### src/rtl/hw_mac_unit.sv
module hw_mac_unit #(
  parameter int XW = 32
) (
  input  logic          clk,
  input  logic          rst,
  input  logic          in_valid,
  input  logic [31:0]   instr,
  input  logic [XW-1:0] op_a,
  input  logic [XW-1:0] op_b,
  input  logic [XW-1:0] op_acc,
  input  logic          ovf_clear,
  output logic [XW-1:0] result,
  output logic          res_valid,
  output logic          illegal_op,
  output logic          ovf_flag
);
  localparam int HW = XW / 2;
  localparam int PW = XW + HW;
  localparam logic [6:0] OPC_MUL16 = 7'b0001011;
  localparam logic [6:0] OPC_MAC16 = 7'b0001000;
  localparam logic [6:0] OPC_WIDE  = 7'b0001001;

  // decode
  logic [6:0] opc;
  logic fixed_ok, is_mul16, is_mac16, is_wide, known, fire, bad, acc_en;
  assign opc      = instr[27:21];
  assign fixed_ok = ~instr[4] & instr[7] & ~instr[20];
  assign is_mul16 = (opc == OPC_MUL16);
  assign is_mac16 = (opc == OPC_MAC16);
  assign is_wide  = (opc == OPC_WIDE);
  assign known    = is_mul16 | is_mac16 | is_wide;
  assign fire     = in_valid & fixed_ok & known;
  assign bad      = in_valid & fixed_ok & ~known;
  assign acc_en   = is_mac16 | (is_wide & ~instr[5]);

  // operand halves
  logic [HW-1:0] a_half, b_half;
  assign a_half = instr[5] ? op_a[XW-1:HW] : op_a[HW-1:0];
  assign b_half = instr[6] ? op_b[XW-1:HW] : op_b[HW-1:0];

  // products
  logic signed [XW-1:0] prod_hh;
  logic signed [PW-1:0] prod_wh;
  assign prod_hh = $signed(a_half) * $signed(b_half);
  assign prod_wh = $signed(op_a) * $signed(b_half);

  // accumulate
  logic [XW-1:0] base, addend, sum;
  logic add_ovf;
  assign base    = is_wide ? prod_wh[PW-1:HW] : prod_hh;
  assign addend  = acc_en ? op_acc : '0;
  assign sum     = base + addend;
  assign add_ovf = acc_en & (base[XW-1] == op_acc[XW-1]) & (sum[XW-1] != base[XW-1]);

  logic unused_bits;
  assign unused_bits = ^{instr[31:28], instr[19:8], instr[3:0], prod_wh[HW-1:0]};

  always_ff @(posedge clk) begin
    if (rst) begin
      result     <= '0;
      res_valid  <= 1'b0;
      illegal_op <= 1'b0;
      ovf_flag   <= 1'b0;
    end else begin
      res_valid  <= fire;
      illegal_op <= bad;
      ovf_flag   <= (ovf_flag & ~ovf_clear) | (fire & add_ovf);
      if (fire) result <= sum;
    end
  end

  // a word is either executed or flagged, never both
  a_r9_exclusive: assert property (@(posedge clk) disable iff (rst)
    !(res_valid && illegal_op));

  // a result only follows a strobe
  a_r10_latency: assert property (@(posedge clk) disable iff (rst)
    !in_valid |=> !res_valid && !illegal_op);

  // result holds when nothing executes
  a_r10_hold: assert property (@(posedge clk) disable iff (rst)
    !fire |=> $stable(result));

  // words outside the group are not decoded
  a_r1_nodecode: assert property (@(posedge clk) disable iff (rst)
    in_valid && !fixed_ok |=> !res_valid && !illegal_op);

  // flag is sticky until cleared
  a_r7_sticky: assert property (@(posedge clk) disable iff (rst)
    ovf_flag && !ovf_clear |=> ovf_flag);

  // only an accumulating execution can raise the flag
  a_r6_no_overflow: assert property (@(posedge clk) disable iff (rst)
    !ovf_flag && !(fire && acc_en) |=> !ovf_flag);
endmodule

### config.mk
export PLATFORM = sky130hd
export DESIGN_NAME = hw_mac_unit
export DESIGN_NICKNAME = d
export VERILOG_FILES = /design/src/rtl/hw_mac_unit.sv
export SDC_FILE = /design/constraint.sdc
export NUM_CORES = 2
export LEC_CHECK = 0
export CORE_UTILIZATION = 50
export CTS_BUF_LIST = sky130_fd_sc_hd__clkbuf_4
export DETAILED_ROUTE_END_ITERATION = 12
export PLACE_DENSITY = 0.68
export SETUP_SLACK_MARGIN = 0.15
export SYNTH_ARGS = -nofsm -noshare
export SYNTH_HDL_FRONTEND = slang
export SYNTH_SLANG_ARGS = --single-unit
### constraint.sdc
create_clock -name clk -period 11.7 [get_ports clk]
set_input_delay 2.34 -clock clk [delete_from_list [all_inputs] [get_ports clk]]
set_output_delay 2.34 -clock clk [all_outputs]
set_load 0.03 [all_outputs]
[Yosys cells after proc, flatten, opt, wreduce, memory -nomap -nowiden]
Index checks and enable logic that the tools add are counted.
Operators by class
  $add $sub $neg: 1
  $mul: 2
  eq/ne operators: 5
  mux-type cells: 4
  bitwise operators: 19
Operators by type and width (count)
  $mux 32: 2
  $mul 32x16->48: 1
  $add 32x32->32: 1
  $mul 16x16->32: 1
  $mux 16: 2
  $eq 7x4->1 const B: 3
  $and 1x1->1: 10
  $not 1->1: 5
  $or 1x1->1: 4
  $eq 1x1->1: 1
  $ne 1x1->1: 1
Storage, ports and cells
  register bits after elaboration: 35
  logic and storage cells: 35

[Depth between registers and ports, before layout]
  depth in word-level cells: 9
  depth in mapped cells: 39

[Worst setup path after synthesis]
OpenSTA, ideal clock, no wires.
  kind: input to register
  from: in instr[6]
  to: reg result[31]
  arrival: 10.826 ns
  slack: 0.788 ns
  stages on the path: 37
  path through: buf_4 buf_1 mux2_2 clkbuf_1 clkbuf_1 nand2_1 fa_1 inv_1 fa_1 inv_1 fa_1 inv_1 fa_1 fa_1 inv_1 fa_1 inv_1 ha_1 o21a_1 a211oi_1 o21ai_1 a21oi_1 o21ai_1 a21o_1 a21o_1 xor2_1 mux2_2 ha_1 o2111ai_1 o2111ai_2 nand2_2 o211ai_4 a2111oi_4 o41a_4 xnor2_2 xnor2_1 a211oi_1
Between the ends
  cells in the longest elaborated chain, start to end: 4
Ends and longest elaborated chain
  from (decl): RTL line 7  | input logic [31:0] instr,
  $mux 16 *: RTL line 39  | assign b_half = instr[6] ? op_b[XW-1:HW] : op_b[HW-1:0];
  $mul 32x16->48 / $mul 16x16->32 (equally long branches): RTL line 45, 44
  $mux 32 *: RTL line 50  | assign base = is_wide ? prod_wh[PW-1:HW] : prod_hh;
  $add 32x32->32 *: RTL line 52  | assign sum = base + addend;
  to (signal assigned): RTL line 68  | if (fire) result <= sum;
  to (decl): RTL line 12  | output logic [XW-1:0] result,
Mark *: on every way between the ends. The rest lies on a longest branch, timed or not.
A chain may end at the register's enable or synchronous reset.

[Worst setup path after layout]
  from: in op_b[20]
  to: reg result[29]
Between the ends
  cells in the longest elaborated chain, start to end: 4
Ends and longest elaborated chain
  from (decl): RTL line 9  | input logic [XW-1:0] op_b,
  $mux 16 *: RTL line 39
  $mul 32x16->48 / $mul 16x16->32 (equally long branches): RTL line 45, 44
  $mux 32 *: RTL line 50
  $add 32x32->32 *: RTL line 52
Marked as above.

==> results_dict.tcl <==
set metrics [dict create \
    fin_crit_sh_pct 95.6 \
    grt_pass1_wl_um 138000 \
    crit_type "in -> reg" \
    synth-simple-area-share_pct 15.9 \
    layoutNonFillerInstCount 4526 \
    cp.required_ps 11950 \
    r2r-start "result[28]" \
    viasPerCell 5.26 \
    grt_antenna_before_repair 1 \
    min_period_ps 11190 \
    synth_compound_area_share_pct 6.86 \
    setup_violations 0 \
    start_kind "input port" \
    end_kind "flop" \
    synthCells 3568 \
    synth_cell_types 78 \
    reg2reg_to "result[28]" \
    die_height_um 251 \
    synth_top_area_share_pct 48.5 \
    rows 90 \
    yosys_warnings 0 \
    synth-edff-count 0 \
    regArea_um2 701 \
    routed_wl_um 82800 \
    seq_area_frac_synth_pct 2.27 \
    slew_headroom_pct 25.9 \
    die-area_um2 62800 \
    final_hold_viol_count 0 \
    cp_slowest_cell "fa_1" \
    die_x_um 251 \
    grt_usage_pct 28.0 \
    via_count 23803 \
    grt_max_degree 48 \
    clkSinkCount 35 \
    portBuffers 146 \
    grt_pass1_vias 25420 \
    critical_path.max_stage_delay_ps 540 \
    gp_congestion 0.974 \
    final_antenna_net_count 0 \
    critPathMaxFanout 15 \
    async_flop_share_pct 0 \
    pre_cts_slack_ps -32.8 \
    ys_ff_latch 35 \
    syn_nets 4672 \
    synth_area_leaders "fa_1, inv_1, ha_1" \
    maxSlewViolCount 0 \
    maxCapViolations 0 \
    worst_pin_slew_ps 1110 \
    cts_tree "done" \
    hold_slack_ps 469 \
    mappedNetlistArea_um2 30900 \
    min-delay-start "ovf_flag" \
    layout_setup_ws_ps 514 \
    outcome "finished, final reports clean" \
    finClkSkew_ps 0 \
    syn2layout_area_growth_pct 11.1 \
    dr.pass1.iters 5 \
    synthAdderAreaFrac_pct 57.6 \
    cts_buffers 5 \
    final_layout_size_suffix_gt1_share_pct 6.81 \
    synth_top_family_by_area "adder cells" \
    fillers 5432 \
    worst_hold_path.endpoint "ovf_flag" \
    synthXorXnorAreaFrac_pct 2.80 \
    multi_input_area_um2 26400 \
    wl_per_cell_um 18.3 \
    layout_commonest_cell "inv_1" \
    avgSynthCellArea_um2 8.65 \
    finalSetupTns_ps 0 \
    synth_mux_area_share_pct 2.18 \
    cts_root_buffer "clkbuf_4" \
    dpl.cell_count 4516 \
    clk_latency_ps 340 \
    dp_hpwl_um 72000 \
    final_cell_mix "inv_1, fa_1, nand2_1" \
    drt-initial-drc-count 1488 \
    clock_path_buffers 2 \
    drc 0 \
    synth_largest_area_cell "fa_1" \
    cts.reportedPaths.clkPinSlew_ps 120 \
    r2r_cells 3 \
    critical_path_arrival_ps 11440 \
    start_util_pct 50.9 \
    io_pins 167 \
    synth_flop_cell "dfxtp_1" \
    num-nets-final 4846 \
    h-tree-depth 2 \
    overflow 0 \
    fmax_ghz 0.0894 \
    whs_path_depth 2 \
    core_area_um2 60700 \
    rsz0062_at_grt "no" \
    r2r_slack_ps 10720 \
    worst_path_most_repeated_cell "fa_1" \
    hold_path.class "reg -> reg" \
]
==> synth_stat cells, drive strengths merged (30+ instances only) <==
cell type    n
nand2      546
a21oi      112
nor2       161
xnor2       73
o21ai       64
mux2i       30
dfxtp       35
and2       203
fa         748
ha         224
mux2        32
nor2b       44
a21o        41
clkbuf     152
inv        863
==> through the flow <==
step	util, %	area [µm²]
6_report	56.5	34300
3_3_place_gp	56.3	34100
3_5_place_dp	56.3	34100
4_1_cts	56.4	34200
2_1_floorplan	-	30900
5_1_grt	56.5	34300
==> cells by family after synthesis <==
group | after synthesis
simple gates | 1065
buf+inv | 1021
fa+ha+maj | 972
compound gates | 315
xor+xnor | 98
mux | 62
flops | 35
==> layout make-up <==
| class | count | area share [%] |
|---|---|---|
| clock buffer | 5 | 0.109 |
| clock inverter | 3 | 0.139 |
| inverter | 863 | 9.44 |
| antenna | 1 | 0.00729 |
| sequential | 35 | 2.04 |
| tap | 782 | 2.85 |
| timing repair buffer | 325 | 8.37 |
| multi-input combinational | 2512 | 77.0 |
==> worst max-delay path, delay by kind of cell <==
family          cells  cell delay [ps]
xor+xnor            2              310
mux                 1              410
fa+ha+maj           8             3680
simple gates        3              580
buf+inv             7             1020
compound gates     14             3060
==> routing by layer <==
| layer | wire length (µm) | vias to the layer above | track usage (%) |
|---|---|---|---|
| li1 | - | 10882 | - |
| met1 | 35900 | 11977 | 39.6 |
| met2 | 38400 | 842 | 45.1 |
| met3 | 6550 | 102 | 4.99 |
| met4 | 1970 | 0 | 6.03 |
| met5 | 0 | - | 0 |
==> how the worst max path moves through the flow <==
stage / endpoint / slack, ps / cells past startpoint / start
floorplan: result[31] / 790 / 37 / instr[6]
global placement: result[29] / 10 / 34 / op_b[18]
detailed placement: result[29] / -30 / 34 / op_b[2]
CTS: result[31] / 290 / 34 / op_b[2]
global route: result[29] / 100 / 35 / op_b[4]
finish: result[29] / 510 / 35 / op_b[20]
==> state kept, by name, indices dropped and copies added, names as in the netlist <==
| signal | cells |
|---|---|
| ovf_flag | 1 |
| res_valid | 1 |
| result | 32 |
| illegal_op | 1 |
==> timing repair <==
action	in CTS	in global routing
endpoints found under the setup margin	0	13
buffers inserted	0	1
hold buffers	0	0
resized for setup	0	19
Power is left out: the tool's default activity adds up to more than one toggle a clock period on the data nets, which glitch-free logic cannot reach.
